$ cat config.mk
export PLATFORM = sky130hd
export DESIGN_NAME = bank_row_tracker
export DESIGN_NICKNAME = d
export VERILOG_FILES = /design/src/rtl/brt_pkg.sv /design/src/rtl/brt_bank_slot.sv /design/src/rtl/brt_cmd_decode.sv /design/src/rtl/brt_req_classify.sv /design/src/rtl/bank_row_tracker.sv
export SDC_FILE = /design/constraint.sdc
export NUM_CORES = 1
export LEC_CHECK = 0
export ABC_CLOCK_PERIOD_IN_PS = 4100
export BUFFER_PORTS_ARGS = -buffer_cell sky130_fd_sc_hd__buf_2
export CORE_ASPECT_RATIO = 1.4
export CORE_UTILIZATION = 55
export DETAILED_ROUTE_END_ITERATION = 7
export GPL_TIMING_DRIVEN = 1
export PLACE_DENSITY = 0.75
export RECOVER_POWER = 25
export SYNTH_ARGS = -nofsm -noshare
export SYNTH_HDL_FRONTEND = slang
export SYNTH_SLANG_ARGS = --single-unit
$ cat constraint.sdc
create_clock -name clk -period 4.1 [get_ports clk]
set_clock_uncertainty 0.15 [all_clocks]
set_input_delay 0.615 -clock clk [delete_from_list [all_inputs] [get_ports clk]]
set_output_delay 0.615 -clock clk [all_outputs]
set_load 0.005 [all_outputs]
$ cat src/rtl/brt_pkg.sv
package brt_pkg;

  typedef enum logic [2:0] {
    OP_ACT  = 3'd0,
    OP_RD   = 3'd1,
    OP_WR   = 3'd2,
    OP_PRE  = 3'd3,
    OP_PREA = 3'd4
  } brt_op_e;

  typedef enum logic [1:0] {
    PG_EMPTY = 2'b00,
    PG_HIT   = 2'b01,
    PG_MISS  = 2'b10
  } brt_class_e;

  typedef enum logic [1:0] {
    NX_ACT = 2'b00,
    NX_COL = 2'b01,
    NX_PRE = 2'b10
  } brt_next_e;

endpackage

$ cat src/rtl/brt_bank_slot.sv
module brt_bank_slot #(
  parameter int ROW_W = 16
) (
  input  logic             clk,
  input  logic             rst,
  input  logic             open_en,
  input  logic             close_en,
  input  logic [ROW_W-1:0] row_in,
  output logic             is_open,
  output logic [ROW_W-1:0] row_q
);

  always_ff @(posedge clk) begin
    if (rst) begin
      is_open <= 1'b0;
      row_q   <= '0;
    end else if (close_en) begin
      is_open <= 1'b0;
    end else if (open_en) begin
      is_open <= 1'b1;
      row_q   <= row_in;
    end
  end


  slot_excl_chk: assert property (@(posedge clk) disable iff (rst)
    $onehot0({open_en, close_en}));


  slot_open_chk: assert property (@(posedge clk) disable iff (rst)
    open_en |=> (is_open && row_q == $past(row_in)));


  slot_close_chk: assert property (@(posedge clk) disable iff (rst)
    close_en |=> !is_open);

endmodule

$ cat src/rtl/brt_cmd_decode.sv
module brt_cmd_decode
  import brt_pkg::*;
#(
  parameter int BANK_W = 4,
  localparam int NBANK = 1 << BANK_W
) (
  input  logic              clk,
  input  logic              rst,
  input  logic              cmd_valid,
  input  logic [2:0]        cmd_op,
  input  logic [BANK_W-1:0] cmd_bank,
  input  logic [NBANK-1:0]  open_mask,
  output logic [NBANK-1:0]  open_vec,
  output logic [NBANK-1:0]  close_vec,
  output logic              err_q
);

  logic is_act, is_col, is_pre, is_prea, tgt_open, err_set;

  always_comb begin
    is_act   = cmd_valid && (cmd_op == OP_ACT);
    is_col   = cmd_valid && ((cmd_op == OP_RD) || (cmd_op == OP_WR));
    is_pre   = cmd_valid && (cmd_op == OP_PRE);
    is_prea  = cmd_valid && (cmd_op == OP_PREA);
    tgt_open = open_mask[cmd_bank];
    err_set  = (is_col && !tgt_open) || (is_act && tgt_open);
  end

  for (genvar i = 0; i < NBANK; i++) begin : g_vec
    assign open_vec[i]  = is_act && !tgt_open && (cmd_bank == BANK_W'(i));
    assign close_vec[i] = is_prea || (is_pre && (cmd_bank == BANK_W'(i)));
  end

  always_ff @(posedge clk) begin
    if (rst)          err_q <= 1'b0;
    else if (err_set) err_q <= 1'b1;
  end


  err_sticky_chk: assert property (@(posedge clk) disable iff (rst)
    err_q |=> err_q);


  err_raise_chk: assert property (@(posedge clk) disable iff (rst)
    (is_col && !open_mask[cmd_bank]) |=> err_q);


  prea_noerr_chk: assert property (@(posedge clk) disable iff (rst)
    (is_prea && !err_q) |=> !err_q);

endmodule

$ cat src/rtl/brt_req_classify.sv
module brt_req_classify
  import brt_pkg::*;
#(
  parameter int BANK_W = 4,
  parameter int ROW_W  = 16,
  localparam int NBANK = 1 << BANK_W
) (
  input  logic [BANK_W-1:0]           req_bank,
  input  logic [ROW_W-1:0]            req_row,
  input  logic [NBANK-1:0]            open_mask,
  input  logic [NBANK-1:0][ROW_W-1:0] rows,
  output logic [1:0]                  cls,
  output logic [1:0]                  nxt
);

  brt_class_e c;

  always_comb begin
    if (!open_mask[req_bank])             c = PG_EMPTY;
    else if (rows[req_bank] == req_row)   c = PG_HIT;
    else                                  c = PG_MISS;
    cls = c;
    unique case (c)
      PG_HIT:  nxt = NX_COL;
      PG_MISS: nxt = NX_PRE;
      default: nxt = NX_ACT;
    endcase
  end

endmodule

$ cat src/rtl/bank_row_tracker.sv
module bank_row_tracker
  import brt_pkg::*;
#(
  parameter int BG_W  = 2,
  parameter int BA_W  = 2,
  parameter int ROW_W = 16,
  localparam int BANK_W = BG_W + BA_W,
  localparam int NBANK  = 1 << BANK_W
) (
  input  logic              clk,
  input  logic              rst,
  input  logic              cmd_valid,
  input  logic [2:0]        cmd_op,
  input  logic [BG_W-1:0]   cmd_bg,
  input  logic [BA_W-1:0]   cmd_ba,
  input  logic [ROW_W-1:0]  cmd_row,
  input  logic [BG_W-1:0]   req_bg,
  input  logic [BA_W-1:0]   req_ba,
  input  logic [ROW_W-1:0]  req_row,
  output logic [1:0]        req_class,
  output logic [1:0]        req_next,
  output logic [NBANK-1:0]  open_mask,
  output logic              proto_err
);

  logic [BANK_W-1:0]           cmd_bank, req_bank;
  logic [NBANK-1:0]            open_vec, close_vec;
  logic [NBANK-1:0][ROW_W-1:0] rows;

  assign cmd_bank = {cmd_bg, cmd_ba};
  assign req_bank = {req_bg, req_ba};

  brt_cmd_decode #(.BANK_W(BANK_W)) u_dec (
    .clk       (clk),
    .rst       (rst),
    .cmd_valid (cmd_valid),
    .cmd_op    (cmd_op),
    .cmd_bank  (cmd_bank),
    .open_mask (open_mask),
    .open_vec  (open_vec),
    .close_vec (close_vec),
    .err_q     (proto_err)
  );

  for (genvar i = 0; i < NBANK; i++) begin : g_bank
    brt_bank_slot #(.ROW_W(ROW_W)) u_slot (
      .clk      (clk),
      .rst      (rst),
      .open_en  (open_vec[i]),
      .close_en (close_vec[i]),
      .row_in   (cmd_row),
      .is_open  (open_mask[i]),
      .row_q    (rows[i])
    );
  end

  brt_req_classify #(.BANK_W(BANK_W), .ROW_W(ROW_W)) u_cls (
    .req_bank  (req_bank),
    .req_row   (req_row),
    .open_mask (open_mask),
    .rows      (rows),
    .cls       (req_class),
    .nxt       (req_next)
  );


  prea_all_chk: assert property (@(posedge clk) disable iff (rst)
    (cmd_valid && cmd_op == OP_PREA) |=> (open_mask == '0));


  hit_open_chk: assert property (@(posedge clk) disable iff (rst)
    (req_class == PG_HIT) |-> open_mask[req_bank]);


  act_busy_chk: assert property (@(posedge clk) disable iff (rst)
    (cmd_valid && cmd_op == OP_ACT && open_mask[cmd_bank]) |=> $stable(open_mask));


  idle_cmd_chk: assert property (@(posedge clk) disable iff (rst)
    (!cmd_valid || cmd_op > 3'd4) |=> $stable(open_mask));

endmodule

==> impl_metrics.py, run 1 <==
metrics = {
    "setup_path": {
        "cp_slowest_stage_delay_ps": 490,
        "critPathMaxFanout": 13,
        "cp.buffers_inverters": 5,
        "end_kind": "primary output",
        "slowest_stage": "mux4_2",
        "crit_cells": 10,
        "startpoint_type": "input port",
        "path_cells": "clkbuf_4 -> buf_12 -> buf_4 -> mux4_2 -> mux4_2 -> xnor2_1 -> o2111ai_1 -> nor3_2 -> buf_4 -> buf_2",
        "cp.required_ps": 3340,
        "ff2ff_setup_slack_ps": 680,
        "worstPathArrival_ps": 3170,
        "r2r_cells": 8,
        "crit_type": "in -> out",
        "critical_path.top_delay_family": "buffers and inverters",
    },
    "floorplan": {
        "io_pins": 67,
        "core_area_um2": 22530,
        "row_count": 65,
        "initial_core_util_pct": 56.16,
        "dieWidth_um": 130.2,
        "die_h_um": 181.5,
        "die_area_um2": 23620,
    },
    "cells_and_area": {
        "drive_gt1_share_pct": 20.79,
        "mostFrequentLayoutCells": "273 x dfxtp_1, 218 x mux2i_1, 201 x nor2_1, 137 x nand2_1, 73 x mux4_2",
        "fin_util_pct": 62.31,
        "fin_nets": 1267,
        "layout_commonest_cell": "dfxtp_1",
        "fin_area_um2": 14040,
        "antenna_cells": 0,
        "synthToLayoutAreaGrowth_pct": 10.96,
    },
    "routing": {
        "wl_per_cell_um": 21.39,
        "detail_route.wirelength_um": 32980,
        "initialDrtViolationCount": 785,
        "num_vias": 9062,
        "drc": 0,
        "detail-route-antenna-nets": 0,
        "via_per_inst": 5.877,
        "first_pass_iters": 5,
    },
    "sta": {
        "fin_ws_ps": 161.6,
        "hold_viol": 0,
        "worst_pin_slew_ps": 1296,
        "fin_crit_ps": 3938,
        "timing.fmax_mhz": 253.9,
        "setup_viol": 0,
        "rsz0062_at_grt": "false",
        "slew_headroom_pct": 13.58,
        "drv_slew": 0,
        "finalCritPeriodShare_pct": 96.06,
    },
    "yosys": {
        "ys_warn_count": 0,
        "synth_top_area_share_pct": 43.20,
        "synthCells": 1184,
        "synth_async_sr_flop_share_pct": 0,
        "synth_nets": 1230,
        "avgSynthCellArea_um2": 10.68,
        "yosysUniqueCellTypes": 43,
        "postSynthRegisterBits": 273,
        "synth_edf_count": 0,
        "ys.flop_type": "dfxtp_1",
        "netlist.top_cell.by_area": "dfxtp_1",
        "synthTopCellsByArea": "dfxtp_1 43%, mux2i_1 17%, mux4_2 13%",
        "synthesis.area_um2": 12650,
        "ys_seq_area_share_pct": 43.20,
    },
    "placement": {
        "gp_congestion": 0.8697,
        "post_dp_cell_area_um2": 13250,
        "portBuffers": 66,
        "dp_hpwl_um": 21310,
        "dp_slack_ps": -28.34,
    },
    "clock_tree": {
        "cts_hold_buf": 0,
        "h-tree-depth": 1,
        "cts_sinks": 273,
        "insertion_delay_ps": 520,
        "clkSlewWorstSetupHoldPaths_ps": 60,
        "cts_made_buffers": 27,
        "cts_tree": "done",
        "root_buffer": "clkbuf_16",
        "cts_max_path_buffers": 3,
    },
    "grt": {
        "grt_pass1_vias": 9291,
        "grt_overflow": 0,
        "grt_first_pass_wirelength_um": 51430,
        "antenna_found_initial": 2,
        "grt_max_degree": 178,
        "grt_use_total_pct": 28.73,
    },
    "outcome": {
        "status": "completed",
    },
    "job": {
        "maxCapViolations": 0,
    },
    "min_path": {
        "hold_path_class": "in -> reg",
        "min_path_cells": 4,
    },
    "power_and_ir_drop": {
        "ir_worst_vdd_v": 0.0003656,
        "cellPowerDensity_nw_per_um2": 395.3,
        "leakage_uw": 0.004843,
    },
}
-- tightest hold or removal path: stages --
cell and delay (ps):
buf_2 90, nor2b_1 60, a21oi_1 120, nor2_1 40
-- cell usage after synthesis (2+ instances only) --
cell type and number:
clkbuf_2 2, nor2_8 7, xnor2_1 17, nand2b_1 8, and3_1 2, nor2_4 6, nand2_1 136, o21ai_0 3
mux2i_1 218, dfxtp_1 273, a31oi_1 2, nor3_1 3, buf_6 13, buf_1 7, a21oi_1 58, mux4_1 2
buf_4 19, clkbuf_1 41, nand3b_4 2, buf_8 2, a21oi_2 9, mux4_2 73, nor3_4 3, o221a_2 16
nand4_1 3, buf_2 29, nor2b_1 2, xor2_1 15, nor2_1 198, nand3_1 2
-- repair_timing --
| action | 4_1_cts | 5_1_grt |
|---|---|---|
| endpoints found under the hold margin | 0 | 0 |
| resized for setup | 2 | 3 |
| setup endpoints to repair | 2 | 2 |
| buffers inserted | 0 | 0 |
| pin swaps | 0 | 1 |
-- where the power goes --
group / switching, µW / internal [µW] / total (µW)
Sequential: 3.87 / 2660 / 2660
Clock: 1030 / 1560 / 2580
Combinational: 200 / 103 / 304
-- final timing paths --
| path | startpoint | end |
|---|---|---|
| worst max-delay path | req_ba[0] | req_class[0] |
| worst min-delay path | cmd_op[2] | u_dec.err_q |
| worst max register to register | g_bank[15].u_slot.is_open | g_bank[3].u_slot.row_q[2] |
| worst min register to register | g_bank[0].u_slot.row_q[13] | g_bank[0].u_slot.row_q[13] |
-- metal layers --
| metal | GRT usage [%] | part of all wire [%] | vias up |
|---|---|---|---|
| li1 | - | - | 4175 |
| met1 | 35.32 | 39 | 4440 |
| met2 | 48.74 | 49 | 354 |
| met3 | 4.508 | 6.8 | 89 |
| met4 | 13.40 | 4.6 | 4 |
| met5 | 0 | 0.067 | - |
-- registers in the layout, summed over array words and instances (netlist names) --
name / cells
g_bank.u_slot.is_open: 16
u_dec.err_q: 1
g_bank.u_slot.row_q: 256
-- layout make-up --
| class | count | area [µm²] |
|---|---|---|
| fillers | 1833 | 8491 |
| multi-input cells | 798 | 6444 |
| repair buffers | 121 | 819.5 |
| clock buffers | 37 | 763.2 |
| flip-flops and latches | 273 | 5465 |
| clock inverters | 12 | 168.9 |
| well taps | 301 | 376.6 |
-- cells by family (layout without fill, tap and decap cells) --
family / Yosys count / in the layout / synth area share (%)
AND/OR/NAND/NOR: 378 / 378 / 13.67
buffers and inverters: 113 / 170 / 5.173
multiplexers: 294 / 294 / 30.75
flip-flops: 273 / 273 / 43.20
AO/OA/AOI/OAI: 94 / 94 / 4.995
XOR/XNOR: 32 / 32 / 2.215
-- per-stage QoR --
| step | total power, µW | setup TNS, ps | cells | hold slack, ps |
|---|---|---|---|---|
| floorplan | 2919 | 0 | 1184 | 283.1 |
| global placement | 3025 | -25.99 | 1493 | 288.6 |
| detailed placement | 3026 | -55.70 | 1493 | 294.9 |
| CTS | 5582 | 0 | 1542 | 280.1 |
| global route | 5714 | 0 | 1542 | 323.5 |
| finish | 5549 | 0 | 1542 | 298.2 |
Power figures use the tool's default switching activity.
==> inputs of run 2 (changes only) <==
CORE_UTILIZATION = 45   (was 55)
PLACE_DENSITY = 0.63   (was 0.75)
==> run 2 against run 1 <==
Sequential share of layout area fell by 0.59 points. Via count fell by 1.3%. Combinational power barely moved. Utilization fell by 11 points. Clock power rose by 14%. Sequential cell count did not move. Register-to-register slack got worse by 100 ps. Total power rose by 6.1%. Non-clock buffer count fell by 8. First-iteration DRC count fell by 17%. Final cell count rose by 4.2%.
==> impl_metrics.py, run 2 (synthesis gave the netlist of run 1 again) <==
metrics = {
    "outcome": {
        "status": "completed",
    },
    "placement": {
        "portBuffers": 66,
        "dp_hpwl_um": 21890,
        "gp_congestion": 0.8392,
    },
    "cells_and_area": {
        "drive_gt1_share_pct": 20.65,
        "fin_util_pct": 51.54,
        "largestRegisters": "g_bank.u_slot.row_q x256, g_bank.u_slot.is_open x16, u_dec.err_q x1",
        "synthToLayoutAreaGrowth_pct": 12.67,
        "fin_nets": 1260,
        "mostFrequentLayoutCells": "273 x dfxtp_1, 218 x mux2i_1, 203 x nor2_1, 137 x nand2_1, 73 x mux4_2",
        "regMostFlops": "g_bank.u_slot.row_q",
        "layout_commonest_cell": "dfxtp_1",
        "largest_reg_flops": 256,
    },
    "min_path": {
        "min_from": "cmd_op[2]",
        "min_path_cells": 4,
        "whs_endpoint": "u_dec.err_q",
        "hold_path_class": "in -> reg",
    },
    "setup_path": {
        "cp.required_ps": 3340,
        "r2r-end": "g_bank[1].u_slot.row_q[9]",
        "end_kind": "primary output",
        "worstPathArrival_ps": 3170,
        "startpoint_type": "input port",
        "crit_start": "req_ba[0]",
        "r2r_cells": 8,
        "ff2ff_setup_slack_ps": 580,
        "reg2reg_from": "g_bank[9].u_slot.is_open",
        "crit_type": "in -> out",
        "critPathMaxFanout": 18,
    },
    "grt": {
        "grt_first_pass_wirelength_um": 53140,
        "grt_pass1_vias": 8888,
        "antenna_found_initial": 1,
        "grt_use_total_pct": 24.53,
        "grt_max_degree": 149,
        "grt_overflow": 0,
    },
    "sta": {
        "finalCritPeriodShare_pct": 95.94,
        "drv_slew": 0,
        "timing.fmax_mhz": 254.2,
        "whs_ps": 276.2,
        "setup_viol": 0,
        "timing.setup.tns_ps": 0,
        "slew_headroom_pct": 29.54,
        "worst_pin_slew_ps": 1057,
        "rsz0062_at_grt": "false",
        "fin_crit_ps": 3934,
        "hold_viol": 0,
    },
    "routing": {
        "first_pass_iters": 5,
        "detail_route.wirelength_um": 34370,
        "via_per_inst": 5.570,
        "wl_per_cell_um": 21.40,
        "initialDrtViolationCount": 652,
        "drc": 0,
        "detail-route-antenna-nets": 0,
        "num_vias": 8946,
    },
    "clock_tree": {
        "cts_hold_buf": 0,
        "insertion_delay_ps": 550,
        "cts_made_buffers": 28,
        "post_cts_buffers": 0,
        "root_buffer": "clkbuf_16",
        "clkSlewWorstSetupHoldPaths_ps": 60,
        "cts_tree": "done",
        "cts_sinks": 273,
        "cts_resized": 0,
        "cts_max_path_buffers": 3,
        "h-tree-depth": 1,
    },
    "power_and_ir_drop": {
        "leakage_uw": 0.004898,
        "ir_worst_vdd_v": 0.0003128,
        "total_power_uw": 5890,
        "cellPowerDensity_nw_per_um2": 413.2,
    },
    "floorplan": {
        "core_area_um2": 27660,
        "io_pins": 67,
        "die_h_um": 200.4,
        "dieWidth_um": 143.7,
        "row_count": 72,
        "initial_core_util_pct": 45.74,
        "die_area_um2": 28800,
    },
    "job": {
        "maxCapViolations": 0,
    },
}
-- run 2: cell types whose count changed in the layout (fill, tap and decap cells not counted), moves of 4 or more --
cell / delta
buf_12: +7
buf_2: +5
clkinvlp_4: +4
bufinv_16: +4
clkbuf_1: -7
buf_4: -13
-- run 2: how the worst max path moves through the flow --
stage	slack, ps	cells past startpoint	end
floorplan	40	10	req_next[0]
global placement	260	11	req_class[0]
detailed placement	160	10	req_next[0]
CTS	150	10	req_next[0]
global route	40	10	req_class[0]
finish	170	10	req_next[0]
-- run 2: routing by layer --
layer	GRT usage [%]	share of wire, %	wire, µm	up-vias
li1	-	-	-	4171
met1	31.35	42	14470	4443
met2	41.78	50	17100	271
met3	3.490	4.7	1626	61
met4	8.663	3.4	1183	0
met5	0	0	0	-
-- run 2: through the flow --
step | setup slack (ps) | cells | area [µm²]
global route | 37.50 | 1605 | 14250
detailed placement | 158.9 | 1554 | 13340
CTS | 154.3 | 1605 | 14420
floorplan | 36.41 | 1184 | 12650
global placement | 257.5 | 1554 | 13340
finish | 166.3 | 1606 | 14250
-- run 2: final cells by class --
cell class                 count  area (µm²)
sequential                   273        5465
tap                          370       462.9
multi-input combinational    798        6405
antenna                        1       2.502
clock inverter                17       297.8
fill                        2509       13400
timing repair buffer         113       845.8
clock buffer                  34       774.5
-- run 2: worst max-delay path, stage by stage --
cell and delay, ps:
buf_4 290, buf_4 260, mux4_2 510, mux2i_1 270
xnor2_1 100, a2111oi_0 410, o2111ai_1 200, nor3_1 230
buf_4 160, buf_2 100
-- run 2: report_power, final --
part	switching, µW	internal, µW
registers	3.90	2660
logic	198	104
clock network	1080	1850
==> inputs of run 3 (changes only) <==
ABC_AREA = 1   (was default)
CTS_CLUSTER_SIZE = 28   (was default)
==> run 3 against run 2 <==
The run now ends with capacitance limit, slew limit left. First-iteration DRC count is 34% higher. Utilization shrank 2.0 points. Final cell count up 45%. Worst hold slack better by 16 ps. Routed wire length is 19% higher. Register-to-register slack better by 170 ps. Die area up 5.5%. Sequential cell count unchanged. Setup slack better by 410 ps. Global-route usage increased by 2.7 points. Largest cell class unchanged.
==> impl_metrics.py, run 3 <==
metrics = {
    "yosys": {
        "ys_warn_count": 0,
        "ys_seq_area_share_pct": 40.91,
        "synthCells": 1967,
        "postSynthRegisterBits": 273,
        "synth_commonest_cells": "326 x nand2_1, 301 x inv_1, 300 x a21oi_1",
        "netlist.top_cell.by_area": "dfxtp_1",
        "ys.flop_type": "dfxtp_1",
        "yosysUniqueCellTypes": 25,
        "synth_edf_count": 0,
        "synthesis.area_um2": 13360,
        "synth_top_area_share_pct": 40.91,
        "synth_nets": 2013,
        "synthTopCellsByArea": "dfxtp_1 41%, a21oi_1 11%, nand2_1 9.2%",
        "avgSynthCellArea_um2": 6.792,
        "synthMostInstantiatedCell": "nand2_1",
        "synth_async_sr_flop_share_pct": 0,
    },
    "sta": {
        "hold_viol": 0,
        "timing.setup.tns_ps": 0,
        "slew_headroom_pct": -0.4708,
        "timing.fmax_mhz": 284.1,
        "whs_ps": 292.5,
        "rsz0062_at_grt": "false",
        "finalCritPeriodShare_pct": 85.85,
        "drv_slew": 34,
        "setup_viol": 0,
        "worst_pin_slew_ps": 1503,
        "fin_crit_ps": 3520,
        "fin_ws_ps": 580.0,
    },
    "routing": {
        "num_vias": 12477,
        "via_per_inst": 5.369,
        "detail-route-antenna-nets": 0,
        "wl_per_cell_um": 17.64,
        "detail_route.wirelength_um": 41000,
        "first_pass_iters": 5,
        "initialDrtViolationCount": 873,
        "drc": 0,
    },
    "clock_tree": {
        "insertion_delay_ps": 550,
        "post_cts_buffers": 0,
        "cts_max_path_buffers": 3,
        "cts_made_buffers": 28,
        "root_buffer": "clkbuf_16",
        "h-tree-depth": 1,
        "clkSlewWorstSetupHoldPaths_ps": 60,
        "cts_sinks": 273,
        "cts_hold_buf": 0,
        "cts_tree": "done",
        "cts_resized": 0,
    },
    "cells_and_area": {
        "largest_reg_flops": 256,
        "synthToLayoutAreaGrowth_pct": 8.082,
        "drive_gt1_share_pct": 7.518,
        "regMostFlops": "g_bank.u_slot.row_q",
        "largestRegisters": "g_bank.u_slot.row_q x256, g_bank.u_slot.is_open x16, u_dec.err_q x1",
        "mostFrequentLayoutCells": "326 x nand2_1, 300 x a21oi_1, 298 x inv_1, 273 x dfxtp_1, 228 x nand3_1",
        "final_cells": 2324,
        "fin_nets": 1967,
        "layout_commonest_cell": "nand2_1",
    },
    "setup_path": {
        "slowest_stage": "buf_4",
        "r2r_cells": 8,
        "cp_slowest_stage_delay_ps": 290,
        "critPathMaxFanout": 71,
        "cp.required_ps": 3340,
        "end_kind": "primary output",
        "startpoint_type": "input port",
        "crit_type": "in -> out",
        "worstPathArrival_ps": 2760,
        "path_cells": "buf_4 -> clkinv_2 -> buf_12 -> nand2_1 -> nand3_1 -> nand3_1 -> nand3_1 -> nand3_1 -> nand2_1 -> nor2_1 -> nand2_1 -> nor2_1 -> nand2_1 -> nor2_1 -> buf_4 -> buf_2",
    },
    "grt": {
        "grt_use_total_pct": 27.25,
        "grt_pass1_vias": 11427,
        "grt_max_degree": 110,
        "grt_first_pass_wirelength_um": 64310,
        "grt_overflow": 0,
        "antenna_found_initial": 3,
    },
    "power_and_ir_drop": {
        "sw_frac_of_total_pct": 25.82,
        "cellPowerDensity_nw_per_um2": 398.1,
        "total_power_uw": 5749,
        "p_seq_share_pct": 46.4,
        "ir_worst_vdd_v": 0.0002649,
        "p_clk_share_pct": 43.8,
        "p_int_uw": 4264,
        "combinationalPowerShare_pct": 9.8,
        "switchingPower_uw": 1485,
        "leakage_uw": 0.005786,
    },
    "placement": {
        "dp_slack_ps": 575.5,
        "dp.cells": 2271,
        "portBuffers": 66,
        "gp_congestion": 0.8358,
        "dp_hpwl_um": 24690,
    },
    "floorplan": {
        "row_count": 74,
        "core_area_um2": 29170,
        "dieWidth_um": 147.6,
        "die_h_um": 205.9,
        "initial_core_util_pct": 45.81,
        "io_pins": 67,
        "die_area_um2": 30390,
    },
    "outcome": {
        "status": "finished with violations",
        "violations": "capacitance limit, slew limit",
    },
    "min_path": {
        "min_path_cells": 2,
        "hold_path_class": "reg -> reg",
    },
    "job": {
        "maxCapViolations": 1,
    },
}
run 3: path summary, 6_finish.rpt:
path                                                    to                 startpoint  slack [ps]
worst max-delay path                           req_next[0]                  req_ba[0]         580
worst max register to register  g_bank[4].u_slot.row_q[15]   g_bank[5].u_slot.is_open         750
worst min-delay path             g_bank[4].u_slot.row_q[2]  g_bank[4].u_slot.row_q[2]         290
worst min register to register   g_bank[4].u_slot.row_q[2]  g_bank[4].u_slot.row_q[2]         290
run 3: layer usage:
layer / track usage [%] / up-vias / wire (µm)
li1: - / 6302 / -
met5: 0 / - / 14
met2: 46.66 / 367 / 19590
met4: 13.00 / 2 / 1810
met3: 2.671 / 102 / 2227
met1: 34.32 / 5704 / 17350
run 3: final cells by class:
class                      count  area [µm²]
antenna                        2       5.005
clock buffer                  40       807.0
clock inverter                11       83.83
fill                        3012       14730
inverter                     304        1147
multi-input combinational   1218        5846
sequential                   273        5465
tap                          380       475.5
timing repair buffer          96       610.6
run 3: power by group through the flow:
| stage | Clock, µW | Combinational [µW] | Sequential, µW |
|---|---|---|---|
| 3_5_place_dp | 0 | 561 | 2730 |
| 6_report | 2520 | 563 | 2670 |
| 5_1_grt | 2670 | 629 | 2670 |
| 2_1_floorplan | 0 | 384 | 2730 |
| 3_3_place_gp | 0 | 556 | 2730 |
| 4_1_cts | 2560 | 562 | 2670 |
run 3: worst max-delay path, delay by kind of cell:
family,cells,cell delay (ps)
buffers and inverters,5,880
and+or+nand+nor,11,1220
run 3: per-stage QoR:
| stage | instance area (µm²) | utilization [%] |
|---|---|---|
| after detailed placement | 13630 | 46.72 |
| final | 14440 | 49.51 |
| after CTS | 14520 | 49.78 |
| after global routing | 14440 | 49.49 |
| after floorplan | 13360 | - |
| after global placement | 13630 | 46.72 |
run 3: cell families after synthesis:
group,after synthesis,share of synthesized area (%)
compound gates,613,23.68
simple gates,605,20.52
buf+inv,476,14.89
flops,273,40.91
